`src/rtl/gpio_pin_mux.sv`:
```
module gpio_pin_mux #(
  parameter int NPINS = 8,
  parameter int QW    = 4,
  parameter int PSW   = 8,
  parameter int DW    = 32
) (
  input  logic             clk,
  input  logic             rst_n,
  input  logic             wr_en,
  input  logic [2:0]       wr_addr,
  input  logic [DW-1:0]    wr_data,
  input  logic [NPINS-1:0] per_out,
  input  logic [NPINS-1:0] per_oe,
  output logic [NPINS-1:0] per_in,
  output logic [NPINS-1:0] gpio_rd,
  input  logic [NPINS-1:0] pad_in,
  output logic [NPINS-1:0] pad_out,
  output logic [NPINS-1:0] pad_oe
);
  localparam logic [2:0] A_MODE = 3'd0, A_DIR = 3'd1, A_DATA = 3'd2, A_SET = 3'd3,
                         A_CLR = 3'd4, A_TGL = 3'd5, A_PSC = 3'd6, A_QUAL = 3'd7;

  logic [NPINS-1:0] mode_r, dir_r, dout_r;
  logic [PSW-1:0]   psc_r, div_r;
  logic [QW-1:0]    qlen_r;
  logic [NPINS-1:0] sync1, sync2, filt;
  logic             tick;
  wire  [NPINS-1:0] wmask = wr_data[NPINS-1:0];

  always_ff @(posedge clk or negedge rst_n) begin
    if (!rst_n) begin
      mode_r <= '0; dir_r <= '0; dout_r <= '0; psc_r <= '0; qlen_r <= '0;
    end else if (wr_en) begin
      case (wr_addr)
        A_MODE: mode_r <= wmask;
        A_DIR:  dir_r  <= wmask;
        A_DATA: dout_r <= wmask;
        A_SET:  dout_r <= dout_r | wmask;
        A_CLR:  dout_r <= dout_r & ~wmask;
        A_TGL:  dout_r <= dout_r ^ wmask;
        A_PSC:  psc_r  <= wr_data[PSW-1:0];
        A_QUAL: qlen_r <= wr_data[QW-1:0];
        default: ;
      endcase
    end
  end

  assign tick = (div_r >= psc_r);

  always_ff @(posedge clk or negedge rst_n) begin
    if (!rst_n) div_r <= '0;
    else        div_r <= tick ? '0 : div_r + 1'b1;
  end

  always_ff @(posedge clk or negedge rst_n) begin
    if (!rst_n) begin
      sync1 <= '0; sync2 <= '0;
    end else begin
      sync1 <= pad_in; sync2 <= sync1;
    end
  end

  for (genvar i = 0; i < NPINS; i++) begin : g_pin
    logic [QW-1:0] run;
    always_ff @(posedge clk or negedge rst_n) begin
      if (!rst_n) begin
        run <= '0; filt[i] <= 1'b0;
      end else if (qlen_r == '0) begin
        run <= '0; filt[i] <= sync2[i];
      end else if (tick) begin
        if (sync2[i] == filt[i]) run <= '0;
        else if ({1'b0, run} + 1'b1 >= {1'b0, qlen_r}) begin
          run <= '0; filt[i] <= sync2[i];
        end else run <= run + 1'b1;
      end
    end

    assert_hold_when_equal_R6: assert property (@(posedge clk) disable iff (!rst_n)
      (sync2[i] == filt[i]) |=> $stable(filt[i]));
    assert_move_only_on_tick_R7: assert property (@(posedge clk) disable iff (!rst_n)
      (qlen_r != '0 && !tick) |=> $stable(filt[i]));
  end

  assign pad_out = (mode_r & per_out) | (~mode_r & dout_r);
  assign pad_oe  = (mode_r & per_oe)  | (~mode_r & dir_r);
  assign gpio_rd = filt;
  assign per_in  = filt;

  assert_set_bits_R4: assert property (@(posedge clk) disable iff (!rst_n)
    (wr_en && wr_addr == A_SET) |=> ((dout_r & $past(wmask)) == $past(wmask)));
  assert_clear_bits_R4: assert property (@(posedge clk) disable iff (!rst_n)
    (wr_en && wr_addr == A_CLR) |=> ((dout_r & $past(wmask)) == '0));
  assert_toggle_bits_R4: assert property (@(posedge clk) disable iff (!rst_n)
    (wr_en && wr_addr == A_TGL) |=> (dout_r == ($past(dout_r) ^ $past(wmask))));
  assert_pass_through_R5: assert property (@(posedge clk) disable iff (!rst_n)
    (qlen_r == '0) |=> (filt == $past(sync2)));
endmodule

```
`config.mk`:
```
export PLATFORM = sky130hd
export DESIGN_NAME = gpio_pin_mux
export DESIGN_NICKNAME = d
export VERILOG_FILES = /design/src/rtl/gpio_pin_mux.sv
export SDC_FILE = /design/constraint.sdc
export NUM_CORES = 1
export LEC_CHECK = 0
export BUFFER_PORTS_ARGS = -buffer_cell sky130_fd_sc_hd__buf_2
export CAP_MARGIN = 20
export CELL_PAD_IN_SITES_DETAIL_PLACEMENT = 1
export CELL_PAD_IN_SITES_GLOBAL_PLACEMENT = 1
export CORE_MARGIN = 10
export CORE_UTILIZATION = 49
export DETAILED_ROUTE_END_ITERATION = 10
export HOLD_SLACK_MARGIN = 0.15
export PLACE_DENSITY = 0.83
export SLEW_MARGIN = 30
export SYNTH_ARGS = -nofsm -noshare
export SYNTH_HDL_FRONTEND = slang
export SYNTH_SLANG_ARGS = --single-unit
```
`constraint.sdc`:
```
create_clock -name clk -period 3.9 [get_ports clk]
set_clock_uncertainty 0.1 [all_clocks]
set_input_delay 0.39 -clock clk [delete_from_list [all_inputs] [get_ports clk]]
set_output_delay 0.39 -clock clk [all_outputs]
set_load 0.005 [all_outputs]
```
After elaboration in Yosys (flattened, before gate mapping)
Cells that the tools add are included.
Storage, ports and cells
  word-level logic and storage cells: 175
  output and inout bits: 32
  flip-flop bits (word level): 100
Operators by class
  add/subtract/negate cells: 17
  magnitude comparators: 9
  equality and inequality tests: 23
  bitwise operators: 11
  reduce and logical (&&, ||, !) cells: 25
  mux-type cells: 66
Operators with widths (number)
  4-bit two-way mux: 32
  4-bit by 1-bit adder with 5-bit output, second input constant: 8
  8-bit AND: 5
  5-bit by 4-bit greater-or-equal comparator with 1-bit output: 8
  4-bit by 1-bit adder with 4-bit output, second input constant: 8
  1-bit two-way mux: 32
  8-bit case mux with 4 select lines: 1
  8-bit OR: 3
  3-bit AND reduction: 8
  2-bit nonzero test: 9
  8-bit inverter: 2
  3-bit == test, second input constant: 4
  2-bit AND reduction: 5
  8-bit by 1-bit adder with 8-bit output, second input constant: 1
  1-bit == test: 8
  8-bit greater-or-equal comparator: 1
  8-bit two-way mux: 1
  2-bit by 1-bit != test with 1-bit output, second input constant: 4
  2-bit != test, second input constant: 4
  8-bit bitwise XOR: 1
  3-bit by 2-bit == test with 1-bit output, second input constant: 2
  4-bit logical NOT: 1
  4-bit nonzero test: 1
  3-bit by 1-bit == test with 1-bit output, second input constant: 1
  3-bit logical NOT: 1

Depth between registers and ports, before layout
Gate-level depths: netlist (run 1).
  depth in word-level cells: 6
  gate-level depth with buffers: 9

Worst setup path after synthesis (run 1)
Ideal clock, no wire load.
  path kind: register to register
  from: reg div_r[2]
  to: reg g_pin[2].run[0]
  arrival: 2.037 ns
  stages on the path, launching flop included: 8
  slack: 1.638 ns
  path buffers: 1
  cell sequence: dfrtp_1 > ha_1 > or4_1 > a21oi_2 > o31ai_2 > nor2_4 > buf_6 > mux2_2
On the way
  word-level cells in the longest chain between the ends: 2
RTL lines
  start: declaration: RTL line 24  | logic [PSW-1:0] psc_r, div_r;
  start signal: assignment: RTL line 52  | else div_r <= tick ? '0 : div_r + 1'b1;
  8-bit greater-or-equal comparator: RTL line 48  | assign tick = (div_r >= psc_r);
  2-bit nonzero test (no source line)
  end signal: assignment: RTL line 74  | end else run <= run + 1'b1;
  end: declaration: RTL line 64  | logic [QW-1:0] run;
No other way between the ends.
A chain may end at the register's enable or synchronous reset.

Worst setup path after layout (run 1)
Same ends and word-level chain as after synthesis.

==> impl_metrics.py, run 1 <==
metrics = {
    "worst_setup_path": {
        "slowest_stage": "or4_1",
        "max_stage_delay_ns": 0.53,
        "startpoint": "div_r[2]$_DFF_PN0_",
        "worst-path-buf-inv": 1,
        "cp_max_fo": 23,
        "critPathRequiredTime_ns": 4.04,
        "crit_path_end_kind": "register",
        "cp.depth": 7,
        "r2r-end": "g_pin[2].run[0]$_DFFE_PN0P_",
        "endpoint": "g_pin[2].run[0]$_DFFE_PN0P_",
        "reg2reg_depth": 7,
        "start_kind": "register",
        "critical-path-top-delay-family": "simple AND/OR/NAND/NOR gates",
        "reg2reg_slack_ns": 1.15,
        "critPathKind": "reg2reg",
        "crit_arrival_ns": 2.89,
        "crit_chain": "ha_1 -> or4_1 -> a21oi_2 -> o31ai_4 -> nor2_4 -> buf_4 -> mux2_2",
        "r2r-start": "div_r[2]$_DFF_PN0_",
    },
    "synth": {
        "ys_seq_area_frac": 0.423,
        "synth_flop_cell": "dfrtp_1",
        "synth_warnings": 0,
        "syn_inst": 548,
        "ys_seq_elements": 100,
        "synth.distinct_cells": 42,
        "async_flop_share": 1.00,
        "syn_area_per_cell_um2": 10.8,
        "synth_edf_count": 0,
        "syn-num-nets": 675,
        "syn_area_um2": 5920,
    },
    "layout": {
        "final_common_cell": "dfrtp_1",
        "fillers": 1309,
        "finalNetCount": 747,
        "area_delta_synth_final_pct": 13.9,
        "fin_util": 0.566,
        "antenna_cells": 0,
        "mostFrequentLayoutCells": "dfrtp_1 (100), buf_2 (68), ha_1 (65)",
        "multi_input_comb_area_um2": 3100,
        "regArea_um2": 2500,
        "drive_gt1_frac": 0.236,
        "fin_cells": 771,
    },
    "clock_network": {
        "cts-root-buf": "clkbuf_16",
        "clock_sinks": 100,
        "ctsHtreeMaxLevel": 3,
        "cts_resized": 0,
        "numCtsBuffers": 9,
        "post_cts_buffers": 0,
        "clk_latency_ns": 0.35,
        "ctsLongestPathBuffers": 2,
        "clk_pin_slew_ns": 0.07,
        "cts_tree": "yes",
    },
    "power_and_ir_drop": {
        "vdd_ir_drop_max_mv": 0.352,
        "powerDensity_nw_per_um2": 615,
        "power.leakage_nw": 3.29,
    },
    "floorplanning": {
        "initial_core_util": 0.497,
        "fp.dieArea_um2": 16900,
        "num_rows": 40,
        "coreArea_um2": 11900,
        "boundaryPins": 94,
        "dieHeight_um": 130,
        "die_w_um": 130,
    },
    "sta": {
        "tightest_slew_ns": 0.763,
        "setup_viol": 0,
        "finalSetupTns_ns": 0,
        "fmax_mhz": 364,
        "slew_viol_final": 0,
        "hold_violations": 0,
        "post-route-min-period_ns": 2.75,
        "period_share": 0.705,
        "rsz0062_at_grt": "no",
        "max_slew_margin": 0.489,
    },
    "detailed_routing": {
        "ant_nets": 0,
        "via_per_inst": 5.75,
        "drt-total-wl_mm": 14.3,
        "dr.first_iter.drc_count": 200,
        "drtPass1Iterations": 4,
        "wl_per_cell_um": 18.5,
        "vias": 4436,
        "drc_errors": 0,
    },
    "global_routing": {
        "gr-usage-all-layers": 0.177,
        "overflow": 0,
        "grt_pass1_wl_mm": 24.0,
        "grt_pass1_vias": 4933,
        "grt_max_degree": 40,
        "antenna_found_initial": 0,
    },
    "place": {
        "hpwl_mm": 10.3,
        "gp_congestion": 0.797,
        "numPortBuffers": 69,
        "dpl.cell_count": 747,
    },
    "status": {
        "outcome": "complete, no violations",
    },
    "run": {
        "maxCapViolations": 0,
    },
    "hold_path": {
        "hp-class": "in2reg",
        "hold_depth": 2,
    },
}
power breakdown:
group | total [mW] | internal [mW] | switching [mW] | leakage, nW
registers | 1.50 | 1.26 | 0.235 | 1.25
clock network | 0.933 | 0.531 | 0.402 | 0.145
logic | 1.71 | 0.809 | 0.903 | 1.89
cell type report:
| class | count | share of cell area |
|---|---|---|
| clock inverters | 3 | 0.00687 |
| flip-flops and latches | 100 | 0.371 |
| multi-input cells | 381 | 0.460 |
| clock buffers | 12 | 0.0380 |
| inverters | 44 | 0.0245 |
| well taps | 147 | 0.0273 |
| repair buffers | 84 | 0.0716 |
worst register-to-register path, stage by stage (launching register included):
cell     delay [ns]
dfrtp_1        0.43
ha_1           0.22
or4_1          0.53
a21oi_2        0.17
o31ai_4        0.11
nor2_4         0.30
buf_4          0.38
mux2_2         0.40
how the worst min path moves through the flow:
stage	slack, ns	end	startpoint
after global routing	0.22	mode_r[6]$_DFFE_PN0P_	wr_data[6]
final	0.22	dir_r[5]$_DFFE_PN0P_	wr_data[5]
after CTS	0.21	mode_r[6]$_DFFE_PN0P_	wr_data[6]
after detailed placement	0.24	sync2[5]$_DFF_PN0_	sync1[5]$_DFF_PN0_
after floorplan	-0.006	dir_r[0]$_DFFE_PN0P_	rst_n
after global placement	0.23	sync2[5]$_DFF_PN0_	sync1[5]$_DFF_PN0_
stage by stage:
step	hold slack, ns	worst slack, ns	cell area, µm²	total power [mW]
global route	0.215	1.04	6740	4.44
global placement	0.232	1.22	6340	3.07
finish	0.215	1.15	6740	4.14
detailed placement	0.237	1.17	6340	3.21
CTS	0.207	1.14	6730	4.18
floorplan	-0.00559	1.64	5920	2.74
cell families after synthesis:
family	Yosys count	synth area share
AOI/OAI and AO/OA	114	0.121
xor gates and xnor gates	31	0.0459
adders and majority gates	65	0.137
buffers and inverters	67	0.0560
DFF	100	0.423
muxes	64	0.118
and+or+nand+nor	107	0.0991
cell usage after synthesis (all sizes together) (9+ instances only):
cell type | n | area [µm²]
xnor2 | 9 | 78.8
xor2 | 22 | 193
mux2 | 48 | 541
a21oi | 11 | 58.8
dfrtp | 100 | 2500
nand2 | 22 | 82.6
a211oi | 16 | 120
nor2 | 25 | 101
mux2i | 16 | 160
inv | 44 | 165
ha | 65 | 813
o21ai | 44 | 228
buf | 18 | 148
nand2b | 18 | 113
nand3 | 14 | 70.1
o22ai | 16 | 100
and3 | 10 | 62.6
per-layer routing:
metal	GRT usage	wire (µm)	share of wire	vias to the layer above
met1	0.204	6230	0.44	2260
li1	-	-	-	2086
met2	0.315	7370	0.52	75
met3	0.0519	538	0.038	15
met5	0	0	0	-
met4	0.0463	155	0.011	0
flip-flops by register name, summed over array words and instances, names as in the netlist:
signal and flops:
div_r 8, dir_r 8, sync1 8, qlen_r 4, mode_r 8, sync2 8, psc_r 8, dout_r 8
gpio_rd 8, g_pin.run 32
timing repair:
action / CTS / global route
hold buffers: 9 / 0
hold endpoints to repair: 36 / 0
setup endpoints to repair: 0 / 0
Power figures use the tool's default switching activity.
==> run 2, diff against run 1 <==
Settings changed: CORE_UTILIZATION 49 to 45, PLACE_DENSITY 0.83 to 0.76.
Clock period 3.9 ns to 2.7 ns, I/O delays scaled along.
==> run 2 against run 1 <==
Total power rose by 43%. Via count fell by 0.59%. Final cell count rose by 5.1%. Global-route usage fell by 1.5 points. Non-clock buffer count rose by 13. Critical endpoint is now g_pin[0].run[0]$_DFFE_PN0P_.
==> impl_metrics.py, run 2 (synthesis gave the netlist of run 1 again) <==
metrics = {
    "status": {
        "outcome": "complete, no violations",
    },
    "layout": {
        "multi_input_comb_area_um2": 3100,
        "area_delta_synth_final_pct": 16.4,
        "regMostFlops": "g_pin.run",
        "fillers": 1396,
        "finalNetCount": 760,
        "antenna_cells": 0,
        "mostFrequentLayoutCells": "dfrtp_1 (99), buf_2 (68), ha_1 (65)",
        "regArea_um2": 2500,
        "fin_util": 0.539,
        "final_common_cell": "dfrtp_1",
        "drive_gt1_frac": 0.237,
        "largest_register_ffs": 32,
    },
    "worst_setup_path": {
        "cp_max_fo": 24,
        "startpoint": "div_r[2]$_DFF_PN0_",
        "reg2reg_depth": 7,
        "crit_path_end_kind": "register",
        "critPathKind": "reg2reg",
        "r2r-start": "div_r[2]$_DFF_PN0_",
        "start_kind": "register",
        "crit_arrival_ns": 2.65,
        "critPathRequiredTime_ns": 2.83,
    },
    "clock_network": {
        "ctsLongestPathBuffers": 2,
        "clk_latency_ns": 0.35,
        "clock_sinks": 100,
        "ctsHtreeMaxLevel": 3,
        "cts_tree": "yes",
        "clk_pin_slew_ns": 0.06,
        "numCtsBuffers": 9,
        "cts-root-buf": "clkbuf_16",
        "post_cts_buffers": 0,
    },
    "global_routing": {
        "gr-usage-all-layers": 0.162,
        "grt_pass1_vias": 4858,
        "antenna_found_initial": 0,
        "overflow": 0,
        "grt_pass1_wl_mm": 24.1,
        "grt_max_degree": 49,
    },
    "floorplanning": {
        "die_w_um": 135,
        "boundaryPins": 94,
        "coreArea_um2": 12800,
        "initial_core_util": 0.464,
        "fp.dieArea_um2": 18100,
        "dieHeight_um": 135,
        "num_rows": 41,
    },
    "sta": {
        "max_slew_margin": 0.497,
        "setup_viol": 0,
        "tightest_slew_ns": 0.750,
        "fmax_mhz": 397,
        "finalSetupTns_ns": 0,
        "slew_viol_final": 0,
        "hold_violations": 0,
        "post-route-min-period_ns": 2.52,
        "rsz0062_at_grt": "no",
        "period_share": 0.932,
    },
    "hold_path": {
        "hp-class": "reg2reg",
        "hold_depth": 0,
        "worstHoldStart": "sync1[0]$_DFF_PN0_",
    },
    "place": {
        "numPortBuffers": 69,
        "gp_congestion": 0.815,
        "hpwl_mm": 10.2,
    },
    "detailed_routing": {
        "via_per_inst": 5.44,
        "dr.first_iter.drc_count": 187,
        "ant_nets": 0,
        "vias": 4410,
        "drc_errors": 0,
        "wl_per_cell_um": 17.4,
        "drt-total-wl_mm": 14.1,
        "drtPass1Iterations": 4,
    },
    "power_and_ir_drop": {
        "power.leakage_nw": 3.34,
        "pwr-share-seq": 0.365,
        "pwr-share-clk": 0.203,
        "switching_share": 0.370,
        "internal-power_mw": 3.72,
        "p_sw_mw": 2.19,
        "vdd_ir_drop_max_mv": 0.506,
        "powerDensity_nw_per_um2": 857,
        "combinationalPowerShare": 0.432,
    },
    "run": {
        "maxCapViolations": 0,
    },
}
## run 2: cell types whose count changed in the layout (fill, tap and decap cells not counted), moves of 2 or more
cell	before	now
buf_4	7	9
clkinv_2	0	2
dlygate4sd3_1	9	17
buf_12	0	3
clkbuf_1	1	4
## run 2: final timing paths
check / endpoint / slack (ns)
setup / recovery: g_pin[0].run[0]$_DFFE_PN0P_ / 0.18
hold / removal: sync2[0]$_DFF_PN0_ / 0.25
setup reg to reg: g_pin[0].run[0]$_DFFE_PN0P_ / 0.18
hold reg to reg: sync2[0]$_DFF_PN0_ / 0.25
max in group asynchronous: sync1[3]$_DFF_PN0_ / 1.52
min in group asynchronous: mode_r[7]$_DFFE_PN0P_ / 0.32
## run 2: layout make-up
cell class                 count  share of cell area
timing repair buffer          97              0.0926
sequential                   100               0.363
clock buffer                  14              0.0369
clock inverter                 2             0.00145
tap                          172              0.0312
multi-input combinational    381               0.451
inverter                      44              0.0240
## run 2: per-stage QoR
| stage | std cells | cell area [µm²] | hold slack, ns | power [mW] | setup WS [ns] |
|---|---|---|---|---|---|
| after global routing | 810 | 6890 | 0.263 | 6.40 | 0.0334 |
| after floorplan | 548 | 5920 | -0.126 | 3.96 | 0.438 |
| final | 810 | 6890 | 0.247 | 5.91 | 0.183 |
| after global placement | 777 | 6450 | 0.155 | 4.53 | 0.254 |
| after CTS | 810 | 6890 | 0.251 | 5.99 | 0.162 |
| after detailed placement | 777 | 6450 | 0.156 | 4.73 | 0.141 |
## run 2: critical path, cell delays in order, from the launching register on
cell     delay [ns]
dfrtp_1        0.44
ha_1           0.29
or3_1          0.36
a21oi_1        0.25
o31ai_4        0.21
nor2_4         0.19
buf_12         0.20
mux2_2         0.35
## run 2: what timing repair did
| item | 4_1_cts | 5_1_grt |
|---|---|---|
| endpoints found under the hold margin | 57 | 0 |
| hold buffers | 17 | 0 |
| gates resized for setup | 0 | 1 |
| setup endpoints to repair | 0 | 2 |
## run 2: metal layers
| metal | vias up | track usage | wire [µm] |
|---|---|---|---|
| li1 | 2114 | - | - |
| met1 | 2221 | 0.195 | 6420 |
| met2 | 63 | 0.278 | 6960 |
| met3 | 12 | 0.0490 | 546 |
| met4 | 0 | 0.0351 | 134 |
| met5 | - | 0 | 0 |
## run 2: power groups by stage
stage | combinational (mW) | clock [mW] | sequential [mW]
after floorplan | 1.86 | 0 | 2.10
after global placement | 2.39 | 0 | 2.15
after detailed placement | 2.55 | 0 | 2.18
after CTS | 2.60 | 1.24 | 2.16
after global routing | 2.88 | 1.30 | 2.22
final | 2.55 | 1.20 | 2.16
